**src/rtl/fpc_pkg.sv**
```systemverilog
package fpc_pkg;
  typedef enum logic {
    TGT_FIFO = 1'b0,
    TGT_MBOX = 1'b1
  } xfer_tgt_e;

  typedef struct packed {
    logic fifo_wr;
    logic fifo_rd;
    logic mbox_wr;
    logic mbox_rd;
  } strobe_t;
endpackage

```
**src/rtl/fpc_decode.sv**
```systemverilog
module fpc_decode
  import fpc_pkg::*;
(
  input  logic    clk_i,
  input  logic    rst_ni,
  input  logic    cs_ni,
  input  logic    en_i,
  input  logic    mbox_sel_i,
  input  logic    wr_dir_i,
  input  logic    fifo_full_i,
  input  logic    fifo_empty_i,
  input  logic    ready_i,
  output strobe_t stb_o,
  output logic    bus_oe_o,
  output logic    rdata_sel_o
);
  xfer_tgt_e tgt;
  logic      access;

  always_comb begin
    access      = ~cs_ni & en_i;
    tgt         = mbox_sel_i ? TGT_MBOX : TGT_FIFO;
    stb_o       = '0;
    if (access) begin
      unique case (tgt)
        TGT_FIFO: begin
          stb_o.fifo_wr = wr_dir_i & ready_i & ~fifo_full_i;
          stb_o.fifo_rd = ~wr_dir_i & ~fifo_empty_i;
        end
        TGT_MBOX: begin
          stb_o.mbox_wr = wr_dir_i;
          stb_o.mbox_rd = ~wr_dir_i;
        end
        default: stb_o = '0;
      endcase
    end
    bus_oe_o    = ~cs_ni & ~wr_dir_i;
    rdata_sel_o = (tgt == TGT_MBOX);
  end

  a_r1_no_stb_idle: assert property (@(posedge clk_i) disable iff (!rst_ni)
    (cs_ni || !en_i) |-> (stb_o == '0));
  a_r2_hiz_deselect: assert property (@(posedge clk_i) disable iff (!rst_ni)
    cs_ni |-> !bus_oe_o);
  a_r3_wr_gated: assert property (@(posedge clk_i) disable iff (!rst_ni)
    stb_o.fifo_wr |-> (ready_i && !fifo_full_i));
  a_r6_one_strobe: assert property (@(posedge clk_i) disable iff (!rst_ni)
    $onehot0(stb_o));
  a_r8_no_rd_empty: assert property (@(posedge clk_i) disable iff (!rst_ni)
    fifo_empty_i |-> !stb_o.fifo_rd);
endmodule

```
**src/rtl/fpc_ready.sv**
```systemverilog
module fpc_ready #(
  parameter int unsigned READY_EDGES = 2
) (
  input  logic clk_i,
  input  logic rst_ni,
  input  logic fifo_full_i,
  output logic ready_o
);
  localparam int unsigned CW  = (READY_EDGES < 2) ? 1 : $clog2(READY_EDGES);
  localparam logic [CW-1:0] LIM = CW'(READY_EDGES - 1);

  logic [CW-1:0] cnt_q;
  logic          ready_q;

  always_ff @(posedge clk_i or negedge rst_ni) begin
    if (!rst_ni) begin
      cnt_q   <= '0;
      ready_q <= 1'b0;
    end else begin
      if (cnt_q != LIM) cnt_q <= cnt_q + 1'b1;
      ready_q <= (cnt_q == LIM) & ~fifo_full_i;
    end
  end

  assign ready_o = ready_q;

  a_r5_full_drops: assert property (@(posedge clk_i) disable iff (!rst_ni)
    fifo_full_i |=> !ready_o);
  a_r4_no_early: assert property (@(posedge clk_i) disable iff (!rst_ni)
    ready_o |-> (cnt_q == LIM));
endmodule

```
**src/rtl/fifo_port_ctrl.sv**
```systemverilog
module fifo_port_ctrl
  import fpc_pkg::*;
#(
  parameter int unsigned READY_EDGES = 2
) (
  input  logic clk_i,
  input  logic rst_ni,
  input  logic cs_ni,
  input  logic en_i,
  input  logic mbox_sel_i,
  input  logic wr_dir_i,
  input  logic fifo_full_i,
  input  logic fifo_empty_i,
  output logic fifo_wr_o,
  output logic fifo_rd_o,
  output logic mbox_wr_o,
  output logic mbox_rd_o,
  output logic bus_oe_o,
  output logic rdata_sel_o,
  output logic in_ready_o
);
  strobe_t stb;
  logic    ready;

  fpc_ready #(.READY_EDGES(READY_EDGES)) u_ready (
    .clk_i       (clk_i),
    .rst_ni      (rst_ni),
    .fifo_full_i (fifo_full_i),
    .ready_o     (ready)
  );

  fpc_decode u_decode (
    .clk_i        (clk_i),
    .rst_ni       (rst_ni),
    .cs_ni        (cs_ni),
    .en_i         (en_i),
    .mbox_sel_i   (mbox_sel_i),
    .wr_dir_i     (wr_dir_i),
    .fifo_full_i  (fifo_full_i),
    .fifo_empty_i (fifo_empty_i),
    .ready_i      (ready),
    .stb_o        (stb),
    .bus_oe_o     (bus_oe_o),
    .rdata_sel_o  (rdata_sel_o)
  );

  assign fifo_wr_o  = stb.fifo_wr;
  assign fifo_rd_o  = stb.fifo_rd;
  assign mbox_wr_o  = stb.mbox_wr;
  assign mbox_rd_o  = stb.mbox_rd;
  assign in_ready_o = ready;

  a_r9_dir_write: assert property (@(posedge clk_i) disable iff (!rst_ni)
    (mbox_wr_o || fifo_wr_o) |-> wr_dir_i);
endmodule

```
**config.mk**
```make
export PLATFORM = sky130hd
export DESIGN_NAME = fifo_port_ctrl
export DESIGN_NICKNAME = d
export VERILOG_FILES = /design/src/rtl/fpc_pkg.sv /design/src/rtl/fpc_decode.sv /design/src/rtl/fpc_ready.sv /design/src/rtl/fifo_port_ctrl.sv
export SDC_FILE = /design/constraint.sdc
export NUM_CORES = 1
export LEC_CHECK = 0
export BUFFER_PORTS_ARGS = -buffer_cell sky130_fd_sc_hd__buf_2
export CORE_AREA = 2 2 39 41
export DETAILED_ROUTE_END_ITERATION = 16
export DIE_AREA = 0 0 41 43
export SYNTH_ARGS = -nofsm -noshare
export SYNTH_HDL_FRONTEND = slang
export SYNTH_SLANG_ARGS = --single-unit
```
**constraint.sdc**
```tcl
create_clock -name clk_i -period 0.8 [get_ports clk_i]
set_input_delay 0.16 -clock clk_i [delete_from_list [all_inputs] [get_ports clk_i]]
set_output_delay 0.16 -clock clk_i [all_outputs]
set_load 0.005 [all_outputs]
```
==> results.cfg, run 1 <==
[sta]
fin_ws_ns = -0.2245
finalClockSkew_ns = 0.001217
rsz0062_at_grt = true
hold_viol = 0
final.min_clock_period_ns = 1.024
slew_violations = 0
min_period_over_period = 1.281
setup_viol = 4
fmax_ghz = 0.9761

[layout]
drive_above_1_share = 0.7879
regArea_um2 = 50.05
fin_nets = 43
multi_input_comb_area_um2 = 97.59
fin_util = 0.2306
diodes = 0
filler_cell_count = 154
fin_cells = 49
area_delta_synth_final_pct = 165.6
final_cell_area_um2 = 319.1

[synthesis]
synth_area_um2 = 120.1
ys.warnings.count = 0
yosysSeqAreaShare = 0.4167
ys_types = 11
post_synth.cell_area_avg_um2 = 9.240
yosys.area.top_type = dfrtp_1
synthCells = 13
syn_nets = 21
synth_area_leaders = dfrtp_1, nor4b_2, nand2b_2
yosysTopAreaCellShare = 0.4167
synth_seq_cells = 2

[placed_design]
numPortBuffers = 14
post-place-ws_ns = -0.1887
post-dp-hpwl_um = 312.8
place_congestion = 0.5512
placed_area_um2 = 225.2
dp.cells = 45

[hold_path]
min_to = u_ready.ready_o
hp-start = fifo_full_i
min_path_cells = 2
hp-class = input port to flip-flop

[grt]
grt_max_degree = 4
grt_usage = 0.05020
grt_pass1_vias = 184
grt-ovfl-total = 0
antenna_found_initial = 0
grt_first_pass_wirelength_um = 579

[drt]
via_count = 169
avgRoutedWirePerCell_um = 8.388
post-route-drc-count = 0
dr.pass1.iters = 2
drt_first_iter_violations = 3
wl_um = 411
drtAntennaViolNets = 0
vias_per_cell = 3.449

[floorplan]
dieArea_um2 = 1763
io_pins = 15
coreArea_um2 = 1384
die_w_um = 41
fp.dieH_um = 43
initial_core_util = 0.08680
rows = 14

[critical_path]
r2r_cells = 1
crit_start = u_ready.ready_o
worstPathCellList = nor4b_2 -> buf_2
path_buf_inv = 1
rrSetupSlack_ns = 0.23
start_kind = flip-flop
critPathMaxStageDelay_ns = 0.33
cp_slowest_cell = dfrtp_1
cp-end-kind = output pin
crit_fanout = 2
critical_path_class = flip-flop to output pin
cp.arrival_ns = 0.86
cp_top_family = flip-flops
r2r-start = u_ready.cnt_q
r2r_end = u_ready.ready_o
cp.required_ns = 0.64

[run_status]
outcome = complete, but fails checks
violations = negative setup slack

[cts]
cts-root-buf = clkbuf_4
clkLatencyLatePin_ns = 0.22
clock_path_buffers = 2
htree_levels = 1
clk_pin_slew_ns = 0.03
tritoncts = done
cts_setup_buffers = 0
cts.sinks = 2
numCtsBuffers = 3

[power]
pwr_density_cell_nw_per_um2 = 1336
total_power_uw = 426.2
irDropWorstVdd_uv = 865.2
power.leakage_nw = 0.1610

[job]
max-cap-violations = 0
area by class of cell:
class | instances | area share
Clock buffer | 3 | 0.07059
Tap cell | 16 | 0.06275
Multi-Input combinational cell | 10 | 0.3059
Timing Repair Buffer | 18 | 0.4039
Sequential cell | 2 | 0.1569
kinds of logic (layout without fill, tap and decap cells):
| group | after synthesis | after routing | share of synthesized area |
|---|---|---|---|
| DFF | 2 | 2 | 0.4167 |
| and+or+nand+nor | 9 | 9 | 0.4896 |
| buffers and inverters | 1 | 21 | 0.06252 |
| other | 1 | 1 | 0.03122 |
Yosys cell counts (all sizes together):
master	n
nand2	1
nand2b	2
buf	1
nor4b	1
nor2	2
nor4	1
nor2b	1
dfrtp	2
conb	1
nor3	1
what timing repair did:
action / 4_1_cts / 5_1_grt
endpoints found under the hold margin: 2 / 0
pin swaps: 3 / 1
endpoints found under the setup margin: 5 / 5
hold buffers: 1 / 0
resized for setup: 10 / 2
where the power goes:
part | switching (mW) | total, mW | internal [mW]
logic | 0.0409 | 0.100 | 0.0594
clock network | 0.0523 | 0.217 | 0.165
registers | 0.00161 | 0.109 | 0.107
total | 0.0948 | 0.426 | 0.331
layer usage:
metal  up-vias  global-route usage  share of wire
met4         0             0.04000              0
met1        69             0.05145           0.47
met2        17             0.07813           0.34
met5         -                   0              0
met3         0             0.01571           0.18
li1         83                   -              -
through the flow:
stage,hold WS (ns),setup TNS (ns)
2_1_floorplan,-0.1356,0
3_3_place_gp,-0.05297,-0.5139
3_5_place_dp,-0.05229,-0.4381
4_1_cts,0.1135,-0.4840
5_1_grt,0.1239,-0.6539
6_report,0.1204,-0.4724
registers in the layout (all words and copies together), names as in the netlist:
signal and cells:
u_ready.ready_o 1, u_ready.cnt_q 1
cell usage in the layout (no fill, tap or decap), drive strengths merged:
| master | count |
|---|---|
| nor2b | 1 |
| buf | 17 |
| nand2b | 2 |
| nor2 | 2 |
| nand2 | 1 |
| nor4b | 1 |
| nor4 | 1 |
| dlygate4sd3 | 1 |
| conb | 1 |
| nor3 | 1 |
| dfrtp | 2 |
| clkbuf | 3 |
worst max-delay path by stage:
| stage | end | cells after the start |
|---|---|---|
| floorplan | fifo_wr_o | 2 |
| global placement | fifo_wr_o | 4 |
| detailed placement | fifo_wr_o | 4 |
| CTS | fifo_wr_o | 2 |
| global route | fifo_wr_o | 2 |
| finish | fifo_wr_o | 2 |
Power figures use the tool's default switching activity.
==> run 2, diff against run 1 <==
Settings changed: CAP_MARGIN set to 10, PLACE_DENSITY_LB_ADDON set to 0.05.
==> run 2 against run 1 <==
Against the previous run:
- the run still ends with negative setup slack left
- clock-buffer cell count did not move
- global-route usage grew 0.30 points
- hold slack better by 0.084 ns
- sequential cell count did not move
- clock skew about the same
- first-iteration DRC count is 100% lower
- utilization is 1.1 points lower
- sequential share of layout area up 0.77 points
- sequential power hardly changed
- critical endpoint unchanged
==> results.cfg, run 2 (synthesis gave the netlist of run 1 again) <==
[sta]
fmax_ghz = 0.9725
rsz0062_at_grt = true
setup_viol = 3
slew_violations = 0
finalClockSkew_ns = 0.001511
fin_setup_tns_ns = -0.3630
final.min_clock_period_ns = 1.028
min_period_over_period = 1.285
whs_ns = 0.2044
hold_viol = 0
fin_ws_ns = -0.2283

[cts]
numCtsBuffers = 3
cts.sinks = 2
htree_levels = 1
clkLatencyLatePin_ns = 0.22
cts-root-buf = clkbuf_4
clock_path_buffers = 2
tritoncts = done
cts_setup_buffers = 0
clk_pin_slew_ns = 0.03

[layout]
final_cell_mix = buf_2, buf_6, clkbuf_4
drive_above_1_share = 0.7879
final_common_cell = buf_2
final_cell_area_um2 = 304.0
area_delta_synth_final_pct = 153.1
fin_nets = 43
fin_util = 0.2197
fin_cells = 49
diodes = 0

[floorplan]
io_pins = 15
dieArea_um2 = 1763
die_w_um = 41
coreArea_um2 = 1384
fp.dieH_um = 43
initial_core_util = 0.08680
rows = 14

[run_status]
outcome = complete, but fails checks
violations = negative setup slack

[hold_path]
hp-class = input port to flip-flop
min_path_cells = 3

[drt]
drt_first_iter_violations = 0
post-route-drc-count = 0
wl_um = 407
via_count = 171
drtAntennaViolNets = 0
avgRoutedWirePerCell_um = 8.306
vias_per_cell = 3.490
dr.pass1.iters = 1

[grt]
grt_first_pass_wirelength_um = 593
grt_max_degree = 5
grt_usage = 0.05321
grt_pass1_vias = 161
antenna_found_initial = 0
grt-ovfl-total = 0

[power]
irDropWorstVdd_uv = 608.2
pwr_density_cell_nw_per_um2 = 1371
total_power_uw = 416.7
power.leakage_nw = 0.1580

[critical_path]
cp-end-kind = output pin
cp.arrival_ns = 0.87
r2r_cells = 1
critical_path_class = flip-flop to output pin
start_kind = flip-flop
crit_fanout = 2
cp.required_ns = 0.64

[placed_design]
dp.cells = 45
numPortBuffers = 14
place_congestion = 0.5584
post-place-ws_ns = -0.1848
placed_area_um2 = 225.2

[job]
max-cap-violations = 0
[run 2: cell counts in the layout (fill, tap and decap cells not counted)]
No cell type changed its count.
[run 2: final cells by class]
class	count	area (um2)
fillers	155	1080
repair buffers	18	122.6
multi-input cells	10	88.84
flip-flops and latches	2	50.05
clock buffers	3	22.52
well taps	16	20.02
[run 2: final timing paths]
kind / start / end / slack (ns)
max: u_ready.ready_o / fifo_wr_o / -0.23
min: fifo_full_i / u_ready.ready_o / 0.20
max reg2reg: u_ready.cnt_q / u_ready.ready_o / 0.23
min reg2reg: u_ready.cnt_q / u_ready.ready_o / 0.47
max in group asynchronous: rst_ni / u_ready.cnt_q / 0.45
min in group asynchronous: rst_ni / u_ready.ready_o / 0.26
[run 2: worst max-delay path: stages (launching register included)]
cell and delay (ns):
dfrtp_1 0.33, nor4b_2 0.17, buf_2 0.14
[run 2: repair_timing]
item                                   4_1_cts  5_1_grt
hold buffers                                 1        0
resized for setup                            8        1
setup endpoints to repair                    5        4
pin swaps                                    3        1
endpoints found under the hold margin        2        0
[run 2: metal layers]
layer,up-vias,part of all wire,track usage
met1,79,0.32,0.03537
met4,0,0,0.02000
met2,9,0.54,0.09375
met5,-,0,0
met3,0,0.13,0.04712
li1,83,-,-
[run 2: power breakdown]
part	switching [mW]	internal [mW]
Sequential	0.00172	0.107
Clock	0.0511	0.165
Combinational	0.0363	0.0555
Total	0.0891	0.328
==> run 3, diff against run 2 <==
Settings changed: SETUP_SLACK_MARGIN set to 0.02.
==> run 3 against run 2 <==
Against the previous run:
- the flow still finishes with violations (negative setup slack)
- clock power hardly changed
- setup slack stayed put
- utilization is 0.36 points higher
==> results.cfg, run 3 (synthesis gave the netlist of run 1 again) <==
[drt]
avgRoutedWirePerCell_um = 8.306
vias_per_cell = 3.531
drtAntennaViolNets = 0
wl_um = 407
drt_first_iter_violations = 0
via_count = 173
post-route-drc-count = 0
dr.pass1.iters = 1

[layout]
final_common_cell = buf_2
final_cell_mix = buf_2, buf_6, clkbuf_4
multi_input_comb_area_um2 = 93.84
area_delta_synth_final_pct = 157.3
regArea_um2 = 50.05
drive_above_1_share = 0.7879
filler_cell_count = 155
diodes = 0
fin_nets = 43

[floorplan]
die_w_um = 41
io_pins = 15
dieArea_um2 = 1763
initial_core_util = 0.08680
coreArea_um2 = 1384
rows = 14
fp.dieH_um = 43

[sta]
finalClockSkew_ns = 0.001511
setup_viol = 3
min_period_over_period = 1.285
fmax_ghz = 0.9725
whs_ns = 0.2044
fin_setup_tns_ns = -0.3628
hold_viol = 0
slew_violations = 0
fin_ws_ns = -0.2283
rsz0062_at_grt = true
final.min_clock_period_ns = 1.028

[hold_path]
min_path_cells = 3
hp-class = input port to flip-flop

[cts]
clkLatencyLatePin_ns = 0.22
clock_path_buffers = 2
cts.sinks = 2
tritoncts = done
cts-root-buf = clkbuf_4
numCtsBuffers = 3
clk_pin_slew_ns = 0.03
htree_levels = 1

[critical_path]
critical_path_class = flip-flop to output pin
cp.required_ns = 0.64
r2r_cells = 1
cp-end-kind = output pin
crit_fanout = 2
cp.arrival_ns = 0.87
start_kind = flip-flop

[grt]
grt_usage = 0.05221
grt_first_pass_wirelength_um = 586
grt_max_degree = 5
grt_pass1_vias = 163
antenna_found_initial = 0
grt-ovfl-total = 0

[power]
comb_power_share = 0.225
power.leakage_nw = 0.1626
power.internal_uw = 328.5
p_sw_frac = 0.2169
irDropWorstVdd_uv = 608.3
total_power_uw = 419.5
p_clk_frac = 0.515
pwr_density_cell_nw_per_um2 = 1357
p_seq_frac = 0.259
netSwitchingPower_uw = 90.97

[job]
max-cap-violations = 0

[placed_design]
post-place-ws_ns = -0.1848
numPortBuffers = 14
place_congestion = 0.5584

[run_status]
violations = negative setup slack
outcome = complete, but fails checks
-- run 3: changes by cell type in the layout (fill, tap and decap cells not counted) --
cell     delta
nand2_2     -1
nand2_4     +1
-- run 3: final cells by class --
cell class / count / area share
Multi-Input combinational cell: 10 / 0.3036
Sequential cell: 2 / 0.1619
Tap cell: 16 / 0.06478
Timing Repair Buffer: 18 / 0.3968
Clock buffer: 3 / 0.07287
-- run 3: stage by stage --
step                        util  area, um2  cells
final                     0.2233      309.0     49
after global routing      0.2233      309.0     49
after CTS                 0.2188      302.8     49
after detailed placement  0.1627      225.2     45
after global placement    0.1627      225.2     45
after floorplan                -      120.1     13
-- run 3: worst paths after layout --
path	startpoint	end	slack (ns)
max	u_ready.ready_o	fifo_wr_o	-0.23
min	fifo_full_i	u_ready.ready_o	0.20
max reg2reg	u_ready.cnt_q	u_ready.ready_o	0.23
min reg2reg	u_ready.cnt_q	u_ready.ready_o	0.47
max in group asynchronous	rst_ni	u_ready.cnt_q	0.45
min in group asynchronous	rst_ni	u_ready.ready_o	0.26
-- run 3: timing repair --
| item | 4_1_cts | 5_1_grt |
|---|---|---|
| buffers inserted | 0 | 0 |
| gates cloned | 0 | 0 |
| setup endpoints to repair | 5 | 4 |
| gates resized for setup | 9 | 1 |
| hold buffers | 1 | 0 |
| endpoints found under the hold margin | 2 | 0 |
| pin swaps | 3 | 1 |
-- run 3: power groups by stage --
| stage | logic [mW] | registers, mW | clock network [mW] |
|---|---|---|---|
| CTS | 0.0935 | 0.109 | 0.230 |
| detailed placement | 0.0660 | 0.110 | 0 |
| global route | 0.103 | 0.109 | 0.242 |
| floorplan | 0.0199 | 0.110 | 0 |
| global placement | 0.0645 | 0.110 | 0 |
| finish | 0.0946 | 0.109 | 0.216 |
-- run 3: metal layers --
metal | track usage | wire length (um)
met1 | 0.03537 | 141
met2 | 0.09063 | 217
met3 | 0.04712 | 48
met4 | 0.02000 | 0
met5 | 0 | 0
-- run 3: worst max-delay path, stage by stage, from the launching register on --
cell     delay [ns]
dfrtp_1        0.33
nor4b_2        0.17
buf_2          0.14
